`src/rtl/pct_pkg.sv`:
```
package pct_pkg;
   localparam int PCT_NSTG = 4;

   typedef enum logic [1:0] {
      STG_FETCHED = 2'd0,
      STG_DECODED = 2'd1,
      STG_OPERAND = 2'd2,
      STG_ALU     = 2'd3
   } pct_stage_e;

   typedef enum logic {
      MODE_USER = 1'b0,
      MODE_SUP  = 1'b1
   } pct_mode_e;
endpackage

```
`src/rtl/pct_stage.sv`:
```
module pct_stage #(
   parameter int PCW = 32
) (
   input  logic           clk,
   input  logic           rst_n,
   input  logic           flush,
   input  logic           blocked,
   input  logic           in_vld,
   input  logic [PCW-1:0] in_pc,
   output logic           vld,
   output logic [PCW-1:0] pc
);
   always_ff @(posedge clk or negedge rst_n) begin
      if (!rst_n) begin
         vld <= 1'b0;
         pc  <= '0;
      end else if (flush) begin
         vld <= 1'b0;
      end else if (!blocked) begin
         vld <= in_vld;
         pc  <= in_pc;
      end
   end


   hold_keeps_chk: assert property (@(posedge clk) disable iff (!rst_n)
      (blocked && !flush) |=> ($stable(vld) && $stable(pc)));


   move_loads_chk: assert property (@(posedge clk) disable iff (!rst_n)
      (!blocked && !flush && in_vld) |=> (vld && pc == $past(in_pc)));


   flush_clears_chk: assert property (@(posedge clk) disable iff (!rst_n)
      flush |=> !vld);
endmodule

```
`src/rtl/pct_archpc.sv`:
```
module pct_archpc #(
   parameter int             PCW      = 32,
   parameter logic [PCW-1:0] RESET_PC = '0
) (
   input  logic           clk,
   input  logic           rst_n,
   input  logic           retire,
   input  pct_pkg::pct_mode_e mode,
   input  logic [PCW-1:0] value,
   output logic [PCW-1:0] upc,
   output logic [PCW-1:0] spc
);
   import pct_pkg::*;

   always_ff @(posedge clk or negedge rst_n) begin
      if (!rst_n) begin
         upc <= RESET_PC;
         spc <= RESET_PC;
      end else if (retire) begin
         if (mode == MODE_SUP) spc <= value;
         else                  upc <= value;
      end
   end


   sup_only_chk: assert property (@(posedge clk) disable iff (!rst_n)
      (retire && mode == MODE_SUP) |=> ($stable(upc) && spc == $past(value)));


   user_only_chk: assert property (@(posedge clk) disable iff (!rst_n)
      (retire && mode == MODE_USER) |=> ($stable(spc) && upc == $past(value)));
endmodule

```
`src/rtl/pc_track.sv`:
```
module pc_track #(
   parameter int             PCW        = 32,
   parameter int             FETCH_STEP = 2,
   parameter logic [PCW-1:0] RESET_PC   = '0
) (
   input  logic                        clk,
   input  logic                        rst_n,
   input  logic                        fetch_ack_i,
   input  logic                        dec_half_i,
   input  logic [pct_pkg::PCT_NSTG-1:0] hold_i,
   input  logic [PCW-1:0]              imm_i,
   input  logic                        sup_i,
   input  logic                        wpc_i,
   input  logic [PCW-1:0]              alu_res_i,
   output logic [PCW-1:0]              fetch_addr_o,
   output logic [PCW-1:0]              dec_pc_o,
   output logic [pct_pkg::PCT_NSTG-1:0] stage_vld_o,
   output logic [PCW-1:0]              opnd_o,
   output logic [PCW-1:0]              alu_pc_o,
   output logic                        flush_o,
   output logic [PCW-1:0]              upc_o,
   output logic [PCW-1:0]              spc_o
);
   import pct_pkg::*;

   localparam int NS   = PCT_NSTG;
   localparam int LAST = NS - 1;

   initial begin
      assert (PCW >= 4) else $error("pc_track: PCW must be at least 4");
      assert (FETCH_STEP >= 1 && FETCH_STEP <= 2)
         else $error("pc_track: FETCH_STEP must be 1 or 2");
   end

   logic [NS-1:0]  blocked;
   logic [NS-1:0]  s_vld;
   logic [PCW-1:0] s_pc  [NS];
   logic [NS-1:0]  in_vld;
   logic [PCW-1:0] in_pc [NS];
   logic [PCW-1:0] fetch_addr;
   logic           retire;
   logic           flush;
   logic [PCW-1:0] ret_value;

   assign blocked[LAST] = hold_i[LAST];
   for (genvar k = 0; k < LAST; k++) begin : g_blk
      assign blocked[k] = hold_i[k] | blocked[k+1];
   end

   for (genvar k = 0; k < NS; k++) begin : g_stage
      if (k == int'(STG_FETCHED)) begin : g_src_fetch
         assign in_vld[k] = fetch_ack_i;
         assign in_pc[k]  = fetch_addr;
      end else if (k == int'(STG_DECODED)) begin : g_src_decode
         assign in_vld[k] = s_vld[k-1];
         assign in_pc[k]  = s_pc[k-1] + (dec_half_i ? PCW'(1) : PCW'(2));
      end else begin : g_src_pass
         assign in_vld[k] = s_vld[k-1];
         assign in_pc[k]  = s_pc[k-1];
      end

      pct_stage #(.PCW(PCW)) u_stage (
         .clk     (clk),
         .rst_n   (rst_n),
         .flush   (flush),
         .blocked (blocked[k]),
         .in_vld  (in_vld[k]),
         .in_pc   (in_pc[k]),
         .vld     (s_vld[k]),
         .pc      (s_pc[k])
      );
   end

   assign retire    = s_vld[LAST] & ~hold_i[LAST];
   assign flush     = retire & wpc_i;
   assign ret_value = wpc_i ? alu_res_i : s_pc[LAST];

   always_ff @(posedge clk or negedge rst_n) begin
      if (!rst_n)                               fetch_addr <= RESET_PC;
      else if (flush)                           fetch_addr <= alu_res_i;
      else if (fetch_ack_i && !blocked[0])      fetch_addr <= fetch_addr + PCW'(FETCH_STEP);
   end

   pct_archpc #(.PCW(PCW), .RESET_PC(RESET_PC)) u_arch (
      .clk    (clk),
      .rst_n  (rst_n),
      .retire (retire),
      .mode   (sup_i ? MODE_SUP : MODE_USER),
      .value  (ret_value),
      .upc    (upc_o),
      .spc    (spc_o)
   );

   assign fetch_addr_o = fetch_addr;
   assign dec_pc_o     = s_pc[int'(STG_FETCHED)];
   assign stage_vld_o  = s_vld;
   assign opnd_o       = s_pc[int'(STG_DECODED)] + imm_i;
   assign alu_pc_o     = s_pc[LAST];
   assign flush_o      = flush;


   fetch_step_chk: assert property (@(posedge clk) disable iff (!rst_n)
      (fetch_ack_i && !blocked[0] && !flush) |=>
         (fetch_addr_o == $past(fetch_addr_o) + PCW'(FETCH_STEP)));


   decode_len_chk: assert property (@(posedge clk) disable iff (!rst_n)
      (s_vld[0] && !blocked[1] && !flush) |=>
         (s_pc[1] == $past(s_pc[0]) + ($past(dec_half_i) ? PCW'(1) : PCW'(2))));


   redirect_chk: assert property (@(posedge clk) disable iff (!rst_n)
      flush_o |=> (fetch_addr_o == $past(alu_res_i) && stage_vld_o == '0));


   flush_cause_chk: assert property (@(posedge clk) disable iff (!rst_n)
      flush_o |-> (stage_vld_o[LAST] && wpc_i && !hold_i[LAST]));
endmodule

```
`config.mk`:
```
export PLATFORM = sky130hd
export DESIGN_NAME = pc_track
export DESIGN_NICKNAME = d
export VERILOG_FILES = /design/src/rtl/pct_pkg.sv /design/src/rtl/pct_stage.sv /design/src/rtl/pct_archpc.sv /design/src/rtl/pc_track.sv
export SDC_FILE = /design/constraint.sdc
export NUM_CORES = 1
export LEC_CHECK = 0
export BUFFER_PORTS_ARGS = -buffer_cell sky130_fd_sc_hd__buf_2
export CAP_MARGIN = 40
export CORE_ASPECT_RATIO = 1.4
export CORE_MARGIN = 4
export CORE_UTILIZATION = 54
export CTS_CLUSTER_DIAMETER = 40
export CTS_CLUSTER_SIZE = 24
export DETAILED_ROUTE_END_ITERATION = 10
export PLACE_DENSITY = 0.88
export RECOVER_POWER = 100
export SETUP_SLACK_MARGIN = 0.4
export SYNTH_ARGS = -nofsm -noshare
export SYNTH_HDL_FRONTEND = slang
export SYNTH_SLANG_ARGS = --single-unit
```
`constraint.sdc`:
```
create_clock -name clk -period 3.55 [get_ports clk]
set_input_delay 0.1775 -clock clk [delete_from_list [all_inputs] [get_ports clk]]
set_output_delay 0.1775 -clock clk [all_outputs]
set_load 0.05 [all_outputs]
```
### Word level (Yosys, flattened, before mapping)

Index checks and enable logic that the tools add are counted.

| operators by class | value |
|---|---|
| $add $sub $neg | 3 |
| multipliers | 0 |
| divide/modulo/power cells | 0 |
| $lt $le $gt $ge | 0 |
| equal/unequal tests | 4 |
| shift operators | 0 |
| muxes and demuxes | 13 |
| bitwise gates (word level) | 11 |
| reductions and logical operators | 9 |

Operator list:

| cell | count |
|---|---|
| 32-bit two-way mux | 3 |
| 32-bit by 2-bit adder with 32-bit output | 1 |
| 32-bit by 2-bit adder with 32-bit output, second input constant | 1 |
| 32-bit adder | 1 |
| 2-bit AND reduction | 6 |
| 1-bit two-way mux | 9 |
| 2-bit != test, second input constant | 3 |
| 1-bit inverter | 6 |
| 1-bit bitwise OR | 3 |
| 1-bit AND | 2 |
| 2-bit two-way mux | 1 |
| 2-bit by 1-bit != test with 1-bit output, second input constant | 1 |
| 2-bit nonzero test | 1 |
| 1-bit logical AND | 1 |
| 1-bit logical NOT | 1 |

| storage, ports and cells | value |
|---|---|
| register bits after elaboration | 228 |
| bits in latches | 0 |
| memory bits (writable) | 0 |
| memory bits (read-only) | 0 |
| input bits | 74 |
| output and inout bits | 197 |
| word-level logic and storage cells | 51 |
| memories kept | 0 |

### Logic depth before layout (Yosys ltp)

| logic depth | value |
|---|---|
| depth after elaboration | 7 |
| mapped depth | 10 |
| mapped depth without buffers | 9 |

### By module

A second synthesis with hierarchy kept.

| second synthesis, totals | value |
|---|---|
| cell total of the unflattened synthesis | 1,036 |
| area total of the unflattened synthesis | 12,618.4 µm² |

Modules (own cells, without submodules):

| module | instances | cells an instance | area each (µm²) | sequential area each (µm²) |
|---|---|---|---|---|
| pct_stage | 4 | 71 | 1,357.6 | 825.8 |
| pc_track | 1 | 615 | 4,762.1 | 800.8 |
| pct_archpc | 1 | 137 | 2,426.1 | 1,601.5 |

### Worst setup path after synthesis

OpenSTA, ideal clock, no wires.

| path | value |
|---|---|
| path type | register to output |
| from | reg g_stage[1].u_stage.pc[4] |
| to | out opnd_o[30] |
| data arrival time | 3,180 ps |
| required time | 3,372 ps |
| slack | 192 ps |
| cell stages (with the launch flop) | 8 |
| path buffers | 0 |
| cell sequence | dfrtp_1 -> ha_1 -> a21o_1 -> a221o_1 -> or4b_1 -> a211oi_1 -> nor2_1 -> o311ai_1 |

| on the way | value |
|---|---|
| longest elaborated chain between the ends | 1 |

Ends and longest elaborated chain:

| item | line | RTL |
|---|---|---|
| start: declaration | pct_stage.sv:11 | `output logic [PCW-1:0] pc` |
| start signal: assignment | pct_stage.sv:21 | `pc <= in_pc;` |
| 32-bit adder | pc_track.sv:97 | `assign opnd_o = s_pc[int'(STG_DECODED)] + imm_i;` |
| end: declaration | pc_track.sv:18 | `output logic [PCW-1:0] opnd_o,` |

No other way between the ends.

### Worst setup path in the final report

| path | value |
|---|---|
| from | reg g_stage[1].u_stage.pc[0] |
| to | out opnd_o[28] |

The elaborated chain is that of the path after synthesis.

==> impl_metrics.env <==
export IMPL_post_synth_cell_area_avg_um2=10.3
export IMPL_post_route_ant_nets=0
export IMPL_fp_dieArea_um2=23800
export IMPL_clockBufferDepth=3
export IMPL_post_synthesis_cell_area_um2=11500
export IMPL_rsz0062_at_grt="true"
export IMPL_clock_edge_transition_at_the_registers_on_the_reported_setup_and_hold_paths_ns=0.06
export IMPL_cts_buffers=27
export IMPL_finish_net_count=1536
export IMPL_grt_pass1_vias=10300
export IMPL_drive_gt1_share_pct=21.0
export IMPL_dp_cells=1599
export IMPL_core_area_um2=20700
export IMPL_slew_violations=146
export IMPL_crit_slowest_cell="sky130_fd_sc_hd__dfrtp_1"
export IMPL_hold_viol_final=0
export IMPL_drt_wirelength_per_cell_um=21.3
export IMPL_worstSetupEndpointType="primary output"
export IMPL_num_rows=62
export IMPL_max_cap_violations=2
export IMPL_synth_seq_area_share_pct=49.6
export IMPL_most_common_layout_cells="228 x sky130_fd_sc_hd__dfrtp_1, 184 x sky130_fd_sc_hd__clkbuf_1, 146 x sky130_fd_sc_hd__nand2_1"
export IMPL_postSynthCellCount=1113
export IMPL_layout_cells_non_filler=1702
export IMPL_synth_area_leaders="sky130_fd_sc_hd__dfrtp_1 50%, sky130_fd_sc_hd__mux2_2 9.3%, sky130_fd_sc_hd__nand2_1 4.9%"
export IMPL_post_dp_cell_area_um2=13100
export IMPL_preCtsSetupSlack_ns=0.359
export IMPL_cts_tree="yes"
export IMPL_netlist_area_leader_share_pct=49.6
export IMPL_post_route_cell_area_um2=14500
export IMPL_path_class="register to primary output"
export IMPL_setup_slack_ns=-0.0259
export IMPL_postSynthRegisterBits=228
export IMPL_portBuffers=270
export IMPL_groute_usage_overall_pct=29.2
export IMPL_overflow=0
export IMPL_fp_dieW_um=131
export IMPL_drt_pass1_iterations=5
export IMPL_count_of_flip_flops_with_a_built_in_enable_after_synthesis=0
export IMPL_cts_htree_levels=1
export IMPL_async_set_or_reset_flop_fraction_in_the_synthesized_netlist_pct=100
export IMPL_slew_headroom_pct=-83.7
export IMPL_place_congestion=0.897
export IMPL_drt_iter0_markers=714
export IMPL_finalHoldWorstSlack_ns=0.0331
export IMPL_min_path_type="primary input to register"
export IMPL_global_route_wire_length_before_repair_um=56000
export IMPL_startpoint_type="register"
export IMPL_antenna_found_initial=0
export IMPL_fin_crit_ns=3.58
export IMPL_diodes_inserted=0
export IMPL_root_buffer="sky130_fd_sc_hd__clkbuf_16"
export IMPL_ioPinCount=271
export IMPL_slowest_delay_ns=0.42
export IMPL_flow_area_growth_from_synthesis_pct=25.5
export IMPL_clkLatencyLatePin_ns=0.54
export IMPL_critPathArrivalTime_ns=3.40
export IMPL_top_fanout_value_on_the_critical_path=4
export IMPL_grt_start_max_net_pins=112
export IMPL_initial_core_utilization_pct=55.6
export IMPL_setup_viol=4
export IMPL_ys_warnings_count=0
export IMPL_most_used_flip_flop_cell_after_synthesis="sky130_fd_sc_hd__dfrtp_1"
export IMPL_status="complete, but fails checks"
export IMPL_cts_num_sinks=228
export IMPL_synth_top_area_cell="sky130_fd_sc_hd__dfrtp_1"
export IMPL_wirelength_routed_um=36200
export IMPL_worst_ep_required_time_ns=3.37
export IMPL_clock_skew_ns=0.0172
export IMPL_mappedNetlistNets=1223
export IMPL_layout_worst_path_cycle_share_pct=101
export IMPL_total_number_of_vias=10100
export IMPL_floorplan_die_height_um=181
export IMPL_maxClockFrequency_ghz=0.280
export IMPL_place_hpwl_um=25100
export IMPL_failed_checks="max-capacitance violations, max-slew violations, negative setup slack"
export IMPL_layout_cells_most_common="sky130_fd_sc_hd__dfrtp_1"
export IMPL_worst_slew_pin_transition_ns=2.76
export IMPL_synth_cell_types=60
export IMPL_drt_drc_violations_left=0
export IMPL_cells_along_the_critical_path="ha_4 > fa_2 > a21o_1 > a221o_1 > a211o_1 > o21a_1 > a41o_1 > o31ai_4 > xnor2_1 > buf_4"
export IMPL_vias_per_cell=5.94
-- cell type report --
type	instances	area, um2
well taps	256	320
repair buffers	339	1740
fillers	1581	6260
flip-flops and latches	228	5710
clock buffers	27	676
inverters	18	67.6
clock inverters	22	238
multi-input cells	812	5700
-- flip-flops by register name, summed over array words and instances (netlist names) --
signal               count
g_stage.u_stage.vld      4
u_arch.spc              32
fetch_addr_o            32
u_arch.upc              32
g_stage.u_stage.pc     128
-- cell families (layout without fill, tap and decap cells) --
logic type,count (synthesis),in the layout,share of synthesized area [%]
simple gates,328,328,12.9
compound gates,229,229,11.7
flops,228,228,49.6
mux,131,131,12.4
xor+xnor,88,88,6.69
buf+inv,73,406,2.65
fa+ha+maj,36,36,4.04
-- worst max-delay path, delay by kind of cell, from the launching register on --
family	cells	cell delay, ns
AOI/OAI and AO/OA	6	1.56
buffers and inverters	1	0.22
DFF	1	0.42
xor gates and xnor gates	1	0.14
adders and majority gates	2	0.52
-- synthesized netlist by cell type (3+ instances only) --
cell type,n
sky130_fd_sc_hd__nand4_1,16
sky130_fd_sc_hd__a21oi_1,59
sky130_fd_sc_hd__a211o_1,3
sky130_fd_sc_hd__o211ai_1,4
sky130_fd_sc_hd__a31oi_1,4
sky130_fd_sc_hd__nor2b_1,6
sky130_fd_sc_hd__buf_4,4
sky130_fd_sc_hd__nor4_1,3
sky130_fd_sc_hd__o21a_1,4
sky130_fd_sc_hd__nor3_1,13
sky130_fd_sc_hd__clkbuf_1,36
sky130_fd_sc_hd__nand2_1,149
sky130_fd_sc_hd__a21o_1,19
sky130_fd_sc_hd__and4_1,5
sky130_fd_sc_hd__and2_1,4
sky130_fd_sc_hd__ha_1,34
sky130_fd_sc_hd__inv_1,18
sky130_fd_sc_hd__xor2_1,39
sky130_fd_sc_hd__buf_2,13
sky130_fd_sc_hd__mux2_2,95
sky130_fd_sc_hd__nand3_1,28
sky130_fd_sc_hd__and3_1,12
sky130_fd_sc_hd__dfrtp_1,228
sky130_fd_sc_hd__nor2_1,76
sky130_fd_sc_hd__o21ai_0,111
sky130_fd_sc_hd__mux2i_1,36
sky130_fd_sc_hd__nand2b_1,4
sky130_fd_sc_hd__xnor2_1,49
-- metal layers --
metal / track usage [%] / wire, um / up-vias
met3: 4.06 / 2160 / 123
li1: - / - / 4526
met4: 12.7 / 1910 / 0
met2: 55.1 / 19600 / 470
met5: 0 / 0 / -
met1: 32.6 / 12500 / 4995
-- worst paths after layout --
path / to / slack [ns] / startpoint / cells after the start
worst max-delay path: opnd_o[28] / -0.03 / g_stage[1].u_stage.pc[0] / 10
worst max register to register: g_stage[1].u_stage.pc[26] / 0.65 / g_stage[0].u_stage.pc[0] / 10
min in group asynchronous: u_arch.spc[7] / 1.05 / rst_n / 2
max in group asynchronous: g_stage[2].u_stage.pc[5] / 0.58 / rst_n / 3
worst min-delay path: g_stage[1].u_stage.pc[0] / 0.03 / hold_i[1] / 4
worst min register to register: u_arch.spc[22] / 0.48 / u_arch.spc[22] / 2
-- timing repair --
action / CTS / global route
endpoints found under the hold margin: 158 / 0
pin swaps: 11 / 12
resized for setup: 33 / 40
buffers inserted: 10 / 8
endpoints found under the setup margin: 17 / 20
hold buffers: 36 / 0
-- metrics by stage --
stage / util [%] / setup TNS (ns)
finish: 69.8 / -0.0484
detailed placement: 63.3 / 0
CTS: 70.5 / 0
global placement: 63.2 / 0
floorplan: - / 0
global route: 69.8 / -0.656
Power is left out: the tool's default activity adds up to more than one toggle a clock period on the data nets, which glitch-free logic cannot reach.
